File: src/rtl/pis_pkg.sv
package pis_pkg;
  typedef enum logic [1:0] {
    RT_NONE    = 2'd0,
    RT_PRIMARY = 2'd1,
    RT_SECOND  = 2'd2
  } route_e;
endpackage

File: src/rtl/pis_oor_track.sv
module pis_oor_track (
  input  logic clk,
  input  logic rst_n,
  input  logic oor_enter,
  input  logic preamble_det,
  input  logic sync_det,
  input  logic rx_en,
  output logic oor_evt,
  output logic oor_new
);
  logic live_q, rep_q, rx_q, rx_fall;

  assign rx_fall = rx_q & ~rx_en;
  assign oor_evt = rx_fall & (live_q != rep_q);
  assign oor_new = rx_fall ? live_q : rep_q;

  always_ff @(posedge clk or negedge rst_n) begin
    if (!rst_n) begin
      live_q <= 1'b0;
      rep_q  <= 1'b0;
      rx_q   <= 1'b0;
    end else begin
      rx_q <= rx_en;
      if (oor_enter)                    live_q <= 1'b1;
      else if (preamble_det | sync_det) live_q <= 1'b0;
      if (rx_fall) rep_q <= live_q;
    end
  end

  a_r10_enter_sets: assert property (@(posedge clk) disable iff (!rst_n)
    oor_enter |=> live_q);
  a_r10_clear: assert property (@(posedge clk) disable iff (!rst_n)
    (!oor_enter && (preamble_det || sync_det)) |=> !live_q);
  a_r11_only_on_fall: assert property (@(posedge clk) disable iff (!rst_n)
    !(rx_q && !rx_en) |=> $stable(rep_q));
endmodule

File: src/rtl/pis_evt_merge.sv
module pis_evt_merge #(
  parameter int STAT_W  = 8,
  parameter int OOR_BIT = 5
) (
  input  logic              call_valid,
  input  logic [STAT_W-1:0] call_bits,
  input  logic              oor_evt,
  input  logic              oor_new,
  output logic              ev,
  output logic [STAT_W-1:0] ev_word
);
  localparam logic [STAT_W-1:0] OOR_MASK = STAT_W'(1) << OOR_BIT;

  logic [STAT_W-1:0] call_part, flag_part;

  assign call_part = call_valid ? (call_bits & ~OOR_MASK) : '0;
  assign flag_part = oor_new ? OOR_MASK : '0;
  assign ev        = call_valid | oor_evt;
  assign ev_word   = call_part | flag_part;
endmodule

File: src/rtl/pis_stage.sv
module pis_stage
  import pis_pkg::*;
#(
  parameter int STAT_W = 8
) (
  input  logic              clk,
  input  logic              rst_n,
  input  logic              ev,
  input  logic [STAT_W-1:0] ev_word,
  input  logic              rd_start,
  input  logic              rd_end,
  output logic [STAT_W-1:0] prim_q,
  output logic              kick_q
);
  logic [STAT_W-1:0] sec_q;
  logic              pend_q, busy_q, in_read_q, hold;
  route_e            route;

  assign hold = busy_q | in_read_q | rd_start;

  always_comb begin
    route = RT_NONE;
    if (ev) begin
      if (rd_end) route = pend_q ? RT_SECOND : RT_PRIMARY;
      else        route = hold   ? RT_SECOND : RT_PRIMARY;
    end
  end

  always_ff @(posedge clk or negedge rst_n) begin
    if (!rst_n) begin
      prim_q    <= '0;
      sec_q     <= '0;
      pend_q    <= 1'b0;
      busy_q    <= 1'b0;
      in_read_q <= 1'b0;
      kick_q    <= 1'b0;
    end else begin
      kick_q <= 1'b0;
      if (rd_end)        in_read_q <= 1'b0;
      else if (rd_start) in_read_q <= 1'b1;
      if (rd_end) begin
        if (pend_q) begin
          prim_q <= sec_q;
          busy_q <= 1'b1;
          kick_q <= 1'b1;
          pend_q <= 1'b0;
          sec_q  <= '0;
        end else begin
          busy_q <= 1'b0;
        end
      end
      case (route)
        RT_PRIMARY: begin
          prim_q <= ev_word;
          busy_q <= 1'b1;
          kick_q <= 1'b1;
        end
        RT_SECOND: begin
          sec_q  <= ev_word;
          pend_q <= 1'b1;
        end
        default: ;
      endcase
    end
  end

  a_r5_promote: assert property (@(posedge clk) disable iff (!rst_n)
    (rd_end && pend_q) |=> (prim_q == $past(sec_q)));
  a_r5_sec_cleared: assert property (@(posedge clk) disable iff (!rst_n)
    (rd_end && pend_q && !ev) |=> !pend_q);
  a_r3_buffered: assert property (@(posedge clk) disable iff (!rst_n)
    (ev && !rd_end && hold) |=> (pend_q && sec_q == $past(ev_word)
                                 && $stable(prim_q)));
  a_r8_idle_end: assert property (@(posedge clk) disable iff (!rst_n)
    (rd_end && !pend_q && !ev) |=> $stable(prim_q));
endmodule

File: src/rtl/pis_irq.sv
module pis_irq (
  input  logic clk,
  input  logic rst_n,
  input  logic rd_start,
  input  logic kick,
  output logic irq
);
  always_ff @(posedge clk or negedge rst_n) begin
    if (!rst_n)        irq <= 1'b0;
    else if (rd_start) irq <= 1'b0;
    else if (kick)     irq <= 1'b1;
  end

  a_r6_read_drops: assert property (@(posedge clk) disable iff (!rst_n)
    rd_start |=> !irq);
  a_r6_rise_cause: assert property (@(posedge clk) disable iff (!rst_n)
    $rose(irq) |-> $past(kick));
endmodule

File: src/rtl/pend_irq_stat.sv
module pend_irq_stat #(
  parameter int STAT_W  = 8,
  parameter int OOR_BIT = 5
) (
  input  logic              clk,
  input  logic              rst_n,
  input  logic              call_valid,
  output logic              call_ready,
  input  logic [STAT_W-1:0] call_bits,
  input  logic              oor_enter,
  input  logic              preamble_det,
  input  logic              sync_det,
  input  logic              rx_en,
  input  logic              rd_start,
  input  logic              rd_end,
  output logic [STAT_W-1:0] stat_word,
  output logic              irq
);
  logic              oor_evt, oor_new, ev, kick;
  logic [STAT_W-1:0] ev_word;

  assign call_ready = 1'b1;

  pis_oor_track u_oor (
    .clk(clk), .rst_n(rst_n), .oor_enter(oor_enter),
    .preamble_det(preamble_det), .sync_det(sync_det), .rx_en(rx_en),
    .oor_evt(oor_evt), .oor_new(oor_new)
  );

  pis_evt_merge #(.STAT_W(STAT_W), .OOR_BIT(OOR_BIT)) u_merge (
    .call_valid(call_valid), .call_bits(call_bits),
    .oor_evt(oor_evt), .oor_new(oor_new), .ev(ev), .ev_word(ev_word)
  );

  pis_stage #(.STAT_W(STAT_W)) u_stage (
    .clk(clk), .rst_n(rst_n), .ev(ev), .ev_word(ev_word),
    .rd_start(rd_start), .rd_end(rd_end), .prim_q(stat_word), .kick_q(kick)
  );

  pis_irq u_irq (
    .clk(clk), .rst_n(rst_n), .rd_start(rd_start), .kick(kick), .irq(irq)
  );

  a_r2_irq_follows: assert property (@(posedge clk) disable iff (!rst_n)
    (kick && !rd_start) |=> irq);
  a_r2_event_loads: assert property (@(posedge clk) disable iff (!rst_n)
    $changed(stat_word) |=> (irq || $past(rd_start)));
endmodule

File: config.mk
export PLATFORM = sky130hd
export DESIGN_NAME = pend_irq_stat
export DESIGN_NICKNAME = d
export VERILOG_FILES = /design/src/rtl/pis_pkg.sv /design/src/rtl/pis_oor_track.sv /design/src/rtl/pis_evt_merge.sv /design/src/rtl/pis_stage.sv /design/src/rtl/pis_irq.sv /design/src/rtl/pend_irq_stat.sv
export SDC_FILE = /design/constraint.sdc
export NUM_CORES = 1
export LEC_CHECK = 0
export BUFFER_PORTS_ARGS = -buffer_cell sky130_fd_sc_hd__buf_2
export CORE_MARGIN = 3
export CORE_UTILIZATION = 54
export CTS_BUF_LIST = sky130_fd_sc_hd__clkbuf_4
export CTS_CLUSTER_DIAMETER = 50
export DETAILED_ROUTE_END_ITERATION = 10
export HOLD_SLACK_MARGIN = 0.12
export PLACE_DENSITY = 0.8
export SLEW_MARGIN = 20
export SYNTH_ARGS = -nofsm -noshare
export SYNTH_HDL_FRONTEND = slang
export SYNTH_HIERARCHICAL = 1
export SYNTH_SLANG_ARGS = --single-unit
export TNS_END_PERCENT = 30
File: constraint.sdc
create_clock -name clk -period 1.9 [get_ports clk]
set_input_delay 0.38 -clock clk [delete_from_list [all_inputs] [get_ports clk]]
set_output_delay 0.38 -clock clk [all_outputs]
set_load 0.005 [all_outputs]
# Yosys cells after proc, flatten, opt, wreduce, memory -nomap -nowiden
# Cells that the tools add are included.
# Widths: inputs -> output; s select.
[word_totals]
wordCells = 56
out_inout_bits = 10
input_bits = 17
ff_bits = 24
[classes]
bitwise_logic = 8
n_mux = 26
eq_ne = 3
n_reduce_logical = 9
[op_table]
columns = ["cell", "count"]
rows = [
  ["$mux 8", 7],
  ["$mux 1", 14],
  ["$reduce_bool 2->1", 7],
  ["$mux 2", 4],
  ["$or 8x6->8", 1],
  ["$mux 6", 1],
  ["$or 1x1->1", 4],
  ["$reduce_and 2->1", 2],
  ["$and 1x1->1", 2],
  ["$eq 2x1->1 const B", 1],
  ["$eq 2x2->1 const B", 1],
  ["$ne 1x1->1", 1],
  ["$not 1->1", 1],
]

# Depth between registers and ports, before layout
# Gate-level depths: netlist of run 1.
[logic_depth]
depth_word = 8
mapped_depth = 6
ltp_nobuf = 5

# Modules after synthesis
# Netlist of run 1, hierarchy kept.
[modules_own_cells]
columns = ["mod", "cells_each", "n_inst", "seq_area_each_um2", "area_per_inst_um2"]
rows = [
  ["pis_stage", 76, 1, 500.5, 897.1],
  ["pis_oor_track", 9, 1, 75.1, 131.4],
  ["pis_evt_merge", 9, 1, 0.0, 66.3],
  ["pis_irq", 2, 1, 25.0, 35.0],
  ["pend_irq_stat", 2, 1, 0.0, 11.3],
]

# Worst setup path after synthesis of run 1
# OpenSTA, ideal clock, no wires.
[synth_path]
kind = "flip-flop to flip-flop"
startpoint = "reg u_oor.rep_q"
endpoint = "reg u_stage.prim_q[0]"
path_buffers = 1
path_stages_with_launch = 7
arrival_ns = 1.381
period_less_slack_ns = 1.461
required_ns = 1.821
slack_ns = 0.439
setup_time_ns = 0.079
cell_sequence = "dfrtp_1 xor2_1 and2_2 or2_1 o21ai_1 buf_2 mux2i_1"
[synth_via]
elab_chain_cells = 7
elab_cells_between_ends = 9
classes_between = "eq/ne: 2; mux: 2; bitwise: 2; reduce/logical: 3"
[synth_rtl]
columns = ["element", "line", "source"]
rows = [
  ["from (decl)", "pis_oor_track.sv:11", "logic live_q, rep_q, rx_q, rx_fall;"],
  ["from (signal assigned)", "pis_oor_track.sv:26", "if (rx_fall) rep_q <= live_q;"],
  ["$ne 1x1->1 *", "pis_oor_track.sv:14", "assign oor_evt = rx_fall & (live_q != rep_q);"],
  ["$and 1x1->1 *", "pis_oor_track.sv:14", ""],
  ["via oor_evt", "pend_irq_stat.sv:19", "logic oor_evt, oor_new, ev, kick;"],
  ["$or 1x1->1 *", "pis_evt_merge.sv:18", "assign ev = call_valid | oor_evt;"],
  ["via ev", "pend_irq_stat.sv:19", ""],
  ["$mux 2 *", "pis_stage.sv:23", "if (ev) begin"],
  ["$eq 2x1->1 *", "pis_stage.sv:52", "case (route)"],
  ["$reduce_bool 2->1 (no line)", "n/a", ""],
  ["$reduce_and 2->1 (no line)", "n/a", ""],
  ["to (signal assigned)", "pis_stage.sv:43", "prim_q <= sec_q;"],
  ["to (signal assigned)", "pis_stage.sv:54", "prim_q <= ev_word;"],
  ["to (decl)", "pis_stage.sv:12", "output logic [STAT_W-1:0] prim_q,"],
]
# The timed path passes the listed nets; every way through them passes the cells marked *.
# A chain may end at the register's enable or synchronous reset.

# Worst setup path in the final report of run 1
[layout_path]
startpoint = "reg u_oor.live_q"
endpoint = "reg u_stage.sec_q[0]"
[layout_via]
elab_chain_cells = 7
elab_cells_between_ends = 9
classes_between = "eq/ne: 2; mux: 2; bitwise: 2; reduce/logical: 3"
[layout_rtl]
columns = ["element", "line", "source"]
rows = [
  ["from (decl)", "pis_oor_track.sv:11", ""],
  ["from (signal assigned)", "pis_oor_track.sv:19", "live_q <= 1'b0;"],
  ["from (signal assigned)", "pis_oor_track.sv:24", "if (oor_enter) live_q <= 1'b1;"],
  ["from (signal assigned)", "pis_oor_track.sv:25", "else if (preamble_det | sync_det) live_q <= 1'b0;"],
  ["$ne 1x1->1 *", "pis_oor_track.sv:14", ""],
  ["$and 1x1->1 *", "pis_oor_track.sv:14", ""],
  ["via oor_evt", "pend_irq_stat.sv:19", ""],
  ["$or 1x1->1 *", "pis_evt_merge.sv:18", ""],
  ["via ev", "pend_irq_stat.sv:19", ""],
  ["$mux 2 *", "pis_stage.sv:23", ""],
  ["$eq 2x2->1 *", "pis_stage.sv:52", ""],
  ["$reduce_bool 2->1 (no line)", "n/a", ""],
  ["$reduce_and 2->1 (no line)", "n/a", ""],
  ["to (signal assigned)", "pis_stage.sv:59", "sec_q <= ev_word;"],
  ["to (decl)", "pis_stage.sv:15", "logic [STAT_W-1:0] sec_q;"],
]
# Marked as above.

==> results.json, run 1 <==
{
  "crit_type": "reg2reg",
  "min_period_over_period_pct": 84.6,
  "crit_fanout": 6,
  "core_um2": 1980,
  "dp.cells": 147,
  "area_growth_pct": 15.8,
  "worstSetupEndpointType": "flop",
  "hold_viol_final": 0,
  "grtUsageTotal_pct": 16.3,
  "grt_pass1_wl_um": 3180,
  "clock_latency_ns": 0.31,
  "row_count": 16,
  "syn-cell-area_um2": 1140,
  "hold_path.class": "in2reg",
  "grt_max_degree": 25,
  "fin_crit_ns": 1.61,
  "fmax_mhz": 622,
  "ant_nets": 0,
  "fp.dieArea_um2": 2700,
  "gp_congestion": 0.687,
  "numCtsBuffers": 3,
  "synth_xor_area_share_pct": 0.768,
  "rsz0062_at_grt": "no",
  "power.density_nw_per_um2": 885,
  "synthMuxAreaShare_pct": 22.4,
  "drtPass1Iterations": 4,
  "cts_hold_buf": 1,
  "die-width_um": 52.0,
  "cp.required_ns": 2.13,
  "die_h_um": 52.0,
  "vdd_drop_max_mv": 0.648,
  "clock_sinks": 24,
  "final_nets": 143,
  "antenna_found_initial": 0,
  "drive_gt1_share_pct": 34.4,
  "vias_per_cell": 4.97,
  "arrival_ns": 1.84,
  "synth-adder-area-share_pct": 0,
  "drv_cap": 0,
  "critPathLaunchType": "flop",
  "ioPinCount": 27,
  "grt_pass1_vias": 755,
  "instances_no_fill": 152,
  "synth_compound_area_share_pct": 2.41,
  "skew_ns": 0.00481,
  "slew_headroom_pct": 65.6,
  "yosys.area_share.simple_pct": 15.0,
  "cts_setup_buffers": 0,
  "wire_per_inst_um": 12.8,
  "synth_area_leader_cell": "dfrtp_1",
  "cts_tree": "built",
  "n_antenna_cell": 0,
  "clk_pin_slew_ns": 0.12,
  "synth_top_family_by_area": "multiplexers",
  "yosys-top-cells-area": "dfrtp_1 53%, mux2i_1 21%, and2_2 5.3%",
  "syn_area_per_cell_um2": 11.6,
  "clock-root-buffer": "clkbuf_4",
  "drcViolationCount": 0,
  "grt_overflow": 0,
  "hpwlAfterDp_um": 1440,
  "cts-resized-gates": 0,
  "tightest_slew_ns": 0.516,
  "seq_area_frac_synth_pct": 52.6,
  "syn_inst": 98,
  "ys_seq_elements": 24,
  "start_util_pct": 57.6,
  "syn_nets": 115,
  "synth_top_area_share_pct": 52.6,
  "setup_viol": 0,
  "drt-initial-drc-count": 6,
  "outcome": "complete, no violations",
  "io_buffers": 24,
  "num_vias": 756,
  "tns_ns": 0,
  "ys_types": 23,
  "synth_warnings": 6,
  "clock_path_buffers": 2,
  "ctsHtreeMaxLevel": 1,
  "routed_wl_um": 1950,
  "maxSlewViolCount": 0,
  "p_leak_nw": 0.770
}
==> state kept, by name, summed over array words and instances (netlist names) <==
register,flops
u_stage/prim_q,8
u_stage/sec_q,8
u_irq/irq,1
u_oor/live_q,1
u_oor/rep_q,1
u_oor/rx_q,1
u_stage/busy_q,1
u_stage/in_read_q,1
u_stage/kick_q,1
u_stage/pend_q,1
==> final timing paths <==
check,slack (ns),depth (start not counted),from,to
worst min register to register,0.49,1,u_stage/kick_q,u_irq/irq
worst max-delay path,0.29,6,u_oor/live_q,u_stage/sec_q[0]
min in group asynchronous,0.56,2,rst_n,u_stage/in_read_q
max in group asynchronous,0.99,2,rst_n,u_oor/live_q
worst min-delay path,0.21,1,rx_en,u_oor/rx_q
worst max register to register,0.29,6,u_oor/live_q,u_stage/sec_q[0]
==> cells by family after synthesis <==
family,after synthesis
AOI/OAI and AO/OA,4
xor gates and xnor gates,1
buffers and inverters,15
DFF,24
muxes,25
other,1
and+or+nand+nor,28
==> worst max-delay path, cell delays in order (launching register included) <==
cell and delay (ns):
dfrtp_1 0.43, xor2_1 0.15, and2_2 0.18, or2_1 0.21, or3b_1 0.18, buf_4 0.18
mux2i_1 0.21
==> cell usage in the layout (no fill, tap or decap) <==
cell,netlist,final
or3b_1,1,1
o21ai_1,2,2
o21ba_1,1,1
conb_1,1,1
mux2i_1,24,24
dlygate4sd3_1,0,1
clkinv_1,0,1
dfrtp_1,24,24
nor4_1,1,1
nand3_1,1,1
clkbuf_4,0,3
nor2_1,3,3
nand2_2,1,1
nand2_1,9,9
buf_2,2,24
mux2_4,1,1
inv_1,9,9
and2_2,8,8
a21o_1,1,1
xor2_1,1,1
nor2b_4,2,2
buf_4,2,4
nand2b_1,1,1
or2_1,1,1
==> per-layer routing <==
metal,GRT usage [%],vias up,part of all wire (%),routed length (µm)
li1,-,365,-,-
met1,18.3,367,42,818
met2,28.7,20,52,1010
met3,2.87,4,4.5,87
met4,9.17,0,1.7,33
met5,0,-,0,0
==> through the flow <==
stage	hold WS [ns]	power [mW]	utilization [%]	area, µm²	worst slack, ns
2_1_floorplan	0.0844	0.847	-	1140	0.439
3_3_place_gp	0.379	0.944	64.8	1280	0.263
3_5_place_dp	0.383	0.963	64.8	1280	0.227
4_1_cts	0.198	1.19	66.7	1320	0.287
5_1_grt	0.194	1.25	66.7	1320	0.204
6_report	0.209	1.17	66.7	1320	0.293
==> area by class of cell <==
| cell class | count | area [µm²] |
|---|---|---|
| clock buffers | 3 | 22.5 |
| inverters | 9 | 33.8 |
| flip-flops and latches | 24 | 601 |
| fillers | 152 | 661 |
| repair buffers | 29 | 160 |
| clock inverters | 1 | 3.75 |
| multi-input cells | 59 | 467 |
| well taps | 27 | 33.8 |
==> synth_stat cells, drive strengths merged <==
master / instances
mux2: 1
a21o: 1
nor2: 3
nand2b: 1
or3b: 1
dfrtp: 24
nand3: 1
conb: 1
inv: 9
nand2: 10
nor2b: 2
mux2i: 24
and2: 8
nor4: 1
or2: 1
o21ba: 1
o21ai: 2
clkbuf: 1
xor2: 1
buf: 5
==> where the power goes <==
group	total, mW	switching (mW)	leakage [nW]	internal [mW]
clock	0.219	0.142	0.0154	0.0768
sequential	0.654	0.0508	0.303	0.603
combinational	0.296	0.140	0.452	0.156
No activity file was read; power rests on OpenSTA's default activity.
==> run 2: changes to the inputs <==
==> constraint.sdc (replaced) <==
create_clock -name clk -period 1.5 [get_ports clk]
set_input_delay 0.3 -clock clk [delete_from_list [all_inputs] [get_ports clk]]
set_output_delay 0.3 -clock clk [all_outputs]
set_load 0.005 [all_outputs]
==> results.json, run 2 (same netlist as run 1, synthesis figures left out) <==
{
  "skew_ns": 0.00193,
  "ctsHtreeMaxLevel": 1,
  "cts_tree": "built",
  "wire_per_inst_um": 12.7,
  "drive_gt1_share_pct": 39.4,
  "crit_type": "reg2reg",
  "final_nets": 150,
  "grt_max_degree": 25,
  "slew_headroom_pct": 65.0,
  "fin_crit_ns": 1.63,
  "vdd_drop_max_mv": 0.696,
  "numCtsBuffers": 3,
  "clock_sinks": 24,
  "drtPass1Iterations": 2,
  "reg_top3": "u_stage/prim_q x8, u_stage/sec_q x8",
  "rrSetupSlack_ns": -0.13,
  "grt_pass1_wl_um": 3350,
  "outcome": "finished, violations left",
  "crit_chain": "xor2_1 -> and2_4 -> or2_1 -> or3b_4 -> buf_6 -> mux2i_1",
  "antenna_found_initial": 0,
  "routed_wl_um": 2020,
  "drt-initial-drc-count": 6,
  "worst_r2r_path_depth": 6,
  "die_h_um": 52.0,
  "power.density_nw_per_um2": 1210,
  "hp-start": "oor_enter",
  "tns_ns": -1.03,
  "grt_pass1_vias": 758,
  "cp-startpoint": "u_oor/live_q",
  "grtUsageTotal_pct": 16.9,
  "worstSetupEndpointType": "flop",
  "ioPinCount": 27,
  "clock_path_buffers": 2,
  "maxSlewViolCount": 0,
  "hold_viol_final": 0,
  "min_period_over_period_pct": 109,
  "r2r_end": "u_stage/sec_q[4]",
  "crit_fanout": 6,
  "drv_cap": 0,
  "vias_per_cell": 4.73,
  "final_util_pct": 71.5,
  "fmax_mhz": 614,
  "place_worst_setup_slack_ns": -0.126,
  "io_buffers": 24,
  "rsz0062_at_grt": "yes",
  "crit_path_top_delay_cell": "dfrtp_1",
  "r2r-start": "u_oor/live_q",
  "hpwlAfterDp_um": 1530,
  "hold_end": "u_oor/live_q",
  "grt_overflow": 0,
  "min_path_cells": 2,
  "critPathLaunchType": "flop",
  "cp.required_ns": 1.75,
  "arrival_ns": 1.88,
  "setup_viol": 16,
  "row_count": 16,
  "clock-root-buffer": "clkbuf_4",
  "hold_path.class": "in2reg",
  "ant_nets": 0,
  "fp.dieArea_um2": 2700,
  "area_growth_pct": 24.2,
  "post-route-worst-setup-slack_ns": -0.129,
  "gp_congestion": 0.673,
  "seq_area_um2": 601,
  "tightest_slew_ns": 0.525,
  "layout.filler_cells": 134,
  "final_cell_area_um2": 1420,
  "placed_cell_area_um2": 1320,
  "violations": "negative setup slack",
  "start_util_pct": 57.6,
  "crit_path_max_incr_delay_ns": 0.42,
  "num_vias": 752,
  "core_um2": 1980,
  "p_leak_nw": 0.820,
  "clk_pin_slew_ns": 0.13,
  "n_antenna_cell": 0,
  "clock_latency_ns": 0.32,
  "most-common-layout-cells": "24 x buf_2, 24 x dfrtp_1, 24 x mux2i_1",
  "multi_input_area_um2": 474,
  "die-width_um": 52.0,
  "drcViolationCount": 0
}
run 2: cell types whose count changed in the layout (fill, tap and decap cells not counted):
cell	before	now
buf_4	4	8
buf_6	0	2
and2_2	8	7
and2_4	0	1
bufinv_16	0	1
clkinv_1	1	0
dlygate4sd3_1	1	2
o21ai_1	2	1
o21ai_2	0	1
or3b_1	1	0
or3b_4	0	1
run 2: layout make-up:
type / instances / share of cell area [%]
clock buffer: 3 / 1.59
tap: 27 / 2.38
timing repair buffer: 36 / 15.7
clock inverter: 1 / 2.12
multi-input combinational: 59 / 33.5
inverter: 9 / 2.38
sequential: 24 / 42.4
run 2: worst max path at each step:
stage / end / slack, ns / cells after the start
after detailed placement: u_stage/sec_q[4] / -0.13 / 6
final: u_stage/sec_q[4] / -0.13 / 6
after floorplan: u_stage/prim_q[0] / 0.04 / 6
after global placement: u_stage/sec_q[6] / -0.05 / 7
after global routing: u_stage/sec_q[4] / -0.20 / 6
after CTS: u_stage/sec_q[4] / -0.12 / 6
run 2: critical path: cells and delay by family (launching register included):
family | cells | cell delay [ns]
flip-flops | 1 | 0.42
buffers and inverters | 1 | 0.16
AND/OR/NAND/NOR | 3 | 0.64
XOR/XNOR | 1 | 0.18
multiplexers | 1 | 0.17
run 2: power by group:
part           switching (mW)  internal (mW)
logic                   0.187          0.225
registers              0.0674          0.764
clock network           0.197          0.270
total                   0.452           1.26
run 2: routing by layer:
layer	routed length (µm)	part of all wire, %	global-route usage (%)
met5	0	0	0
met4	25	1.2	5.24
met3	76	3.8	2.58
met2	1060	53	31.0
met1	857	42	19.9
run 2: repair_timing:
item                                    in CTS  in global routing
gates cloned                                 0                  0
resized for setup                            3                  2
pin swaps                                    3                  0
endpoints found under the setup margin      19                 19
endpoints found under the hold margin       24                  1
hold buffers                                 1                  1
buffers inserted                             2                  0
run 2: metrics by stage:
step	cells	power [mW]	hold WS, ns
after floorplan	98	1.07	0.00441
after global placement	151	1.21	0.298
after detailed placement	151	1.24	0.300
after CTS	158	1.71	0.122
after global routing	159	1.80	0.146
final	159	1.71	0.151
==> run 3: changes to the inputs <==
--- a/config.mk
+++ b/config.mk
@@ -7,12 +7,11 @@
 export LEC_CHECK = 0
 export BUFFER_PORTS_ARGS = -buffer_cell sky130_fd_sc_hd__buf_2
 export CORE_MARGIN = 3
-export CORE_UTILIZATION = 54
-export CTS_BUF_LIST = sky130_fd_sc_hd__clkbuf_4
+export CORE_UTILIZATION = 51
 export CTS_CLUSTER_DIAMETER = 50
 export DETAILED_ROUTE_END_ITERATION = 10
 export HOLD_SLACK_MARGIN = 0.12
-export PLACE_DENSITY = 0.8
+export PLACE_DENSITY = 0.76
 export SLEW_MARGIN = 20
 export SYNTH_ARGS = -nofsm -noshare
 export SYNTH_HDL_FRONTEND = slang
==> results.json, run 3 (same netlist as run 1, synthesis figures left out) <==
{
  "outcome": "finished, violations left",
  "violations": "negative setup slack",
  "wire_per_inst_um": 12.5,
  "seq_area_um2": 601,
  "fmax_mhz": 636,
  "io_buffers": 24,
  "routed_wl_um": 1960,
  "num_vias": 753,
  "row_count": 16,
  "tns_ns": -0.434,
  "die_h_um": 53.3,
  "ant_nets": 0,
  "layout.filler_cells": 167,
  "power.density_nw_per_um2": 1090,
  "drive_gt1_share_pct": 38.5,
  "die-width_um": 53.3,
  "numCtsBuffers": 3,
  "ctsHtreeMaxLevel": 1,
  "grt_overflow": 0,
  "crit_type": "reg2reg",
  "min_period_over_period_pct": 105,
  "gp_congestion": 0.766,
  "fin_crit_ns": 1.57,
  "drv_cap": 0,
  "final_util_pct": 67.1,
  "clk_pin_slew_ns": 0.13,
  "clock_sinks": 24,
  "post-route-worst-setup-slack_ns": -0.0714,
  "grt_max_degree": 25,
  "ioPinCount": 27,
  "antenna_found_initial": 0,
  "n_antenna_cell": 0,
  "hold_viol_final": 0,
  "critPathLaunchType": "flop",
  "grt_pass1_wl_um": 3070,
  "vias_per_cell": 4.80,
  "fp.dieArea_um2": 2840,
  "setup_viol": 9,
  "cts_tree": "built",
  "arrival_ns": 1.80,
  "hold_path.class": "in2reg",
  "core_um2": 2040,
  "drcViolationCount": 0,
  "reg_top3": "u_stage/prim_q x8, u_stage/sec_q x8",
  "clock_latency_ns": 0.30,
  "drtPass1Iterations": 1,
  "place_worst_setup_slack_ns": -0.0688,
  "hpwlAfterDp_um": 1460,
  "slew_headroom_pct": 64.4,
  "drt-initial-drc-count": 0,
  "tightest_slew_ns": 0.534,
  "start_util_pct": 55.9,
  "final_nets": 149,
  "grtUsageTotal_pct": 15.0,
  "crit_fanout": 7,
  "clock-root-buffer": "clkbuf_4",
  "most-common-layout-cells": "24 x buf_2, 24 x dfrtp_1, 24 x mux2i_1",
  "p_leak_nw": 0.799,
  "cp.required_ns": 1.73,
  "rsz0062_at_grt": "yes",
  "grt_pass1_vias": 747,
  "vdd_drop_max_mv": 0.852,
  "fin_hold_ws_ns": 0.140,
  "total_power_mw": 1.50,
  "worstSetupEndpointType": "flop",
  "area_growth_pct": 20.1,
  "skew_ns": 0.00395,
  "clock_path_buffers": 2,
  "maxSlewViolCount": 0,
  "multi_input_area_um2": 470
}
-- run 3: repair_timing --
action	4_1_cts	5_1_grt
buffers inserted	0	1
endpoints found under the hold margin	24	0
setup endpoints to repair	16	18
hold buffers	1	0
pin swaps	3	1
resized for setup	3	0
-- run 3: cell type report --
| class | count | area share (%) |
|---|---|---|
| Sequential cell | 24 | 43.8 |
| Multi-Input combinational cell | 59 | 34.3 |
| Timing Repair Buffer | 35 | 15.3 |
| Inverter | 9 | 2.47 |
| Tap cell | 27 | 2.47 |
| Clock buffer | 3 | 1.64 |
-- run 3: final timing paths --
kind	to	start	slack [ns]	cells past startpoint
worst max register to register	u_stage/sec_q[7]	u_oor/rep_q	-0.07	6
max in group asynchronous	u_stage/sec_q[6]	rst_n	0.65	2
worst max-delay path	u_stage/sec_q[7]	u_oor/rep_q	-0.07	6
worst min-delay path	u_oor/rx_q	rx_en	0.14	1
worst min register to register	u_irq/irq	u_stage/kick_q	0.48	1
min in group asynchronous	u_stage/in_read_q	rst_n	0.49	2
-- run 3: metal layers --
layer,vias to the layer above,GRT usage (%),wire length [µm]
li1,380,-,-
met1,356,17.4,874
met2,15,28.8,998
met3,2,1.69,80
met4,0,3.83,9
met5,-,0,0
-- run 3: stage by stage --
stage | area, µm² | std cells
after global placement | 1320 | 152
final | 1370 | 157
after global routing | 1370 | 157
after CTS | 1360 | 156
after floorplan | 1140 | 98
after detailed placement | 1320 | 152
-- run 3: where the power goes --
part	leakage, nW	internal [mW]	total (mW)	switching (mW)
Clock	0.0138	0.0934	0.270	0.177
Sequential	0.303	0.764	0.825	0.0612
Combinational	0.483	0.222	0.402	0.181
-- run 3: critical path, stage by stage, from the launching register on --
cell and delay, ns:
dfrtp_1 0.42, xor2_1 0.16, and2_4 0.13, or2_1 0.22
or3b_4 0.24, buf_6 0.14, mux2i_1 0.20
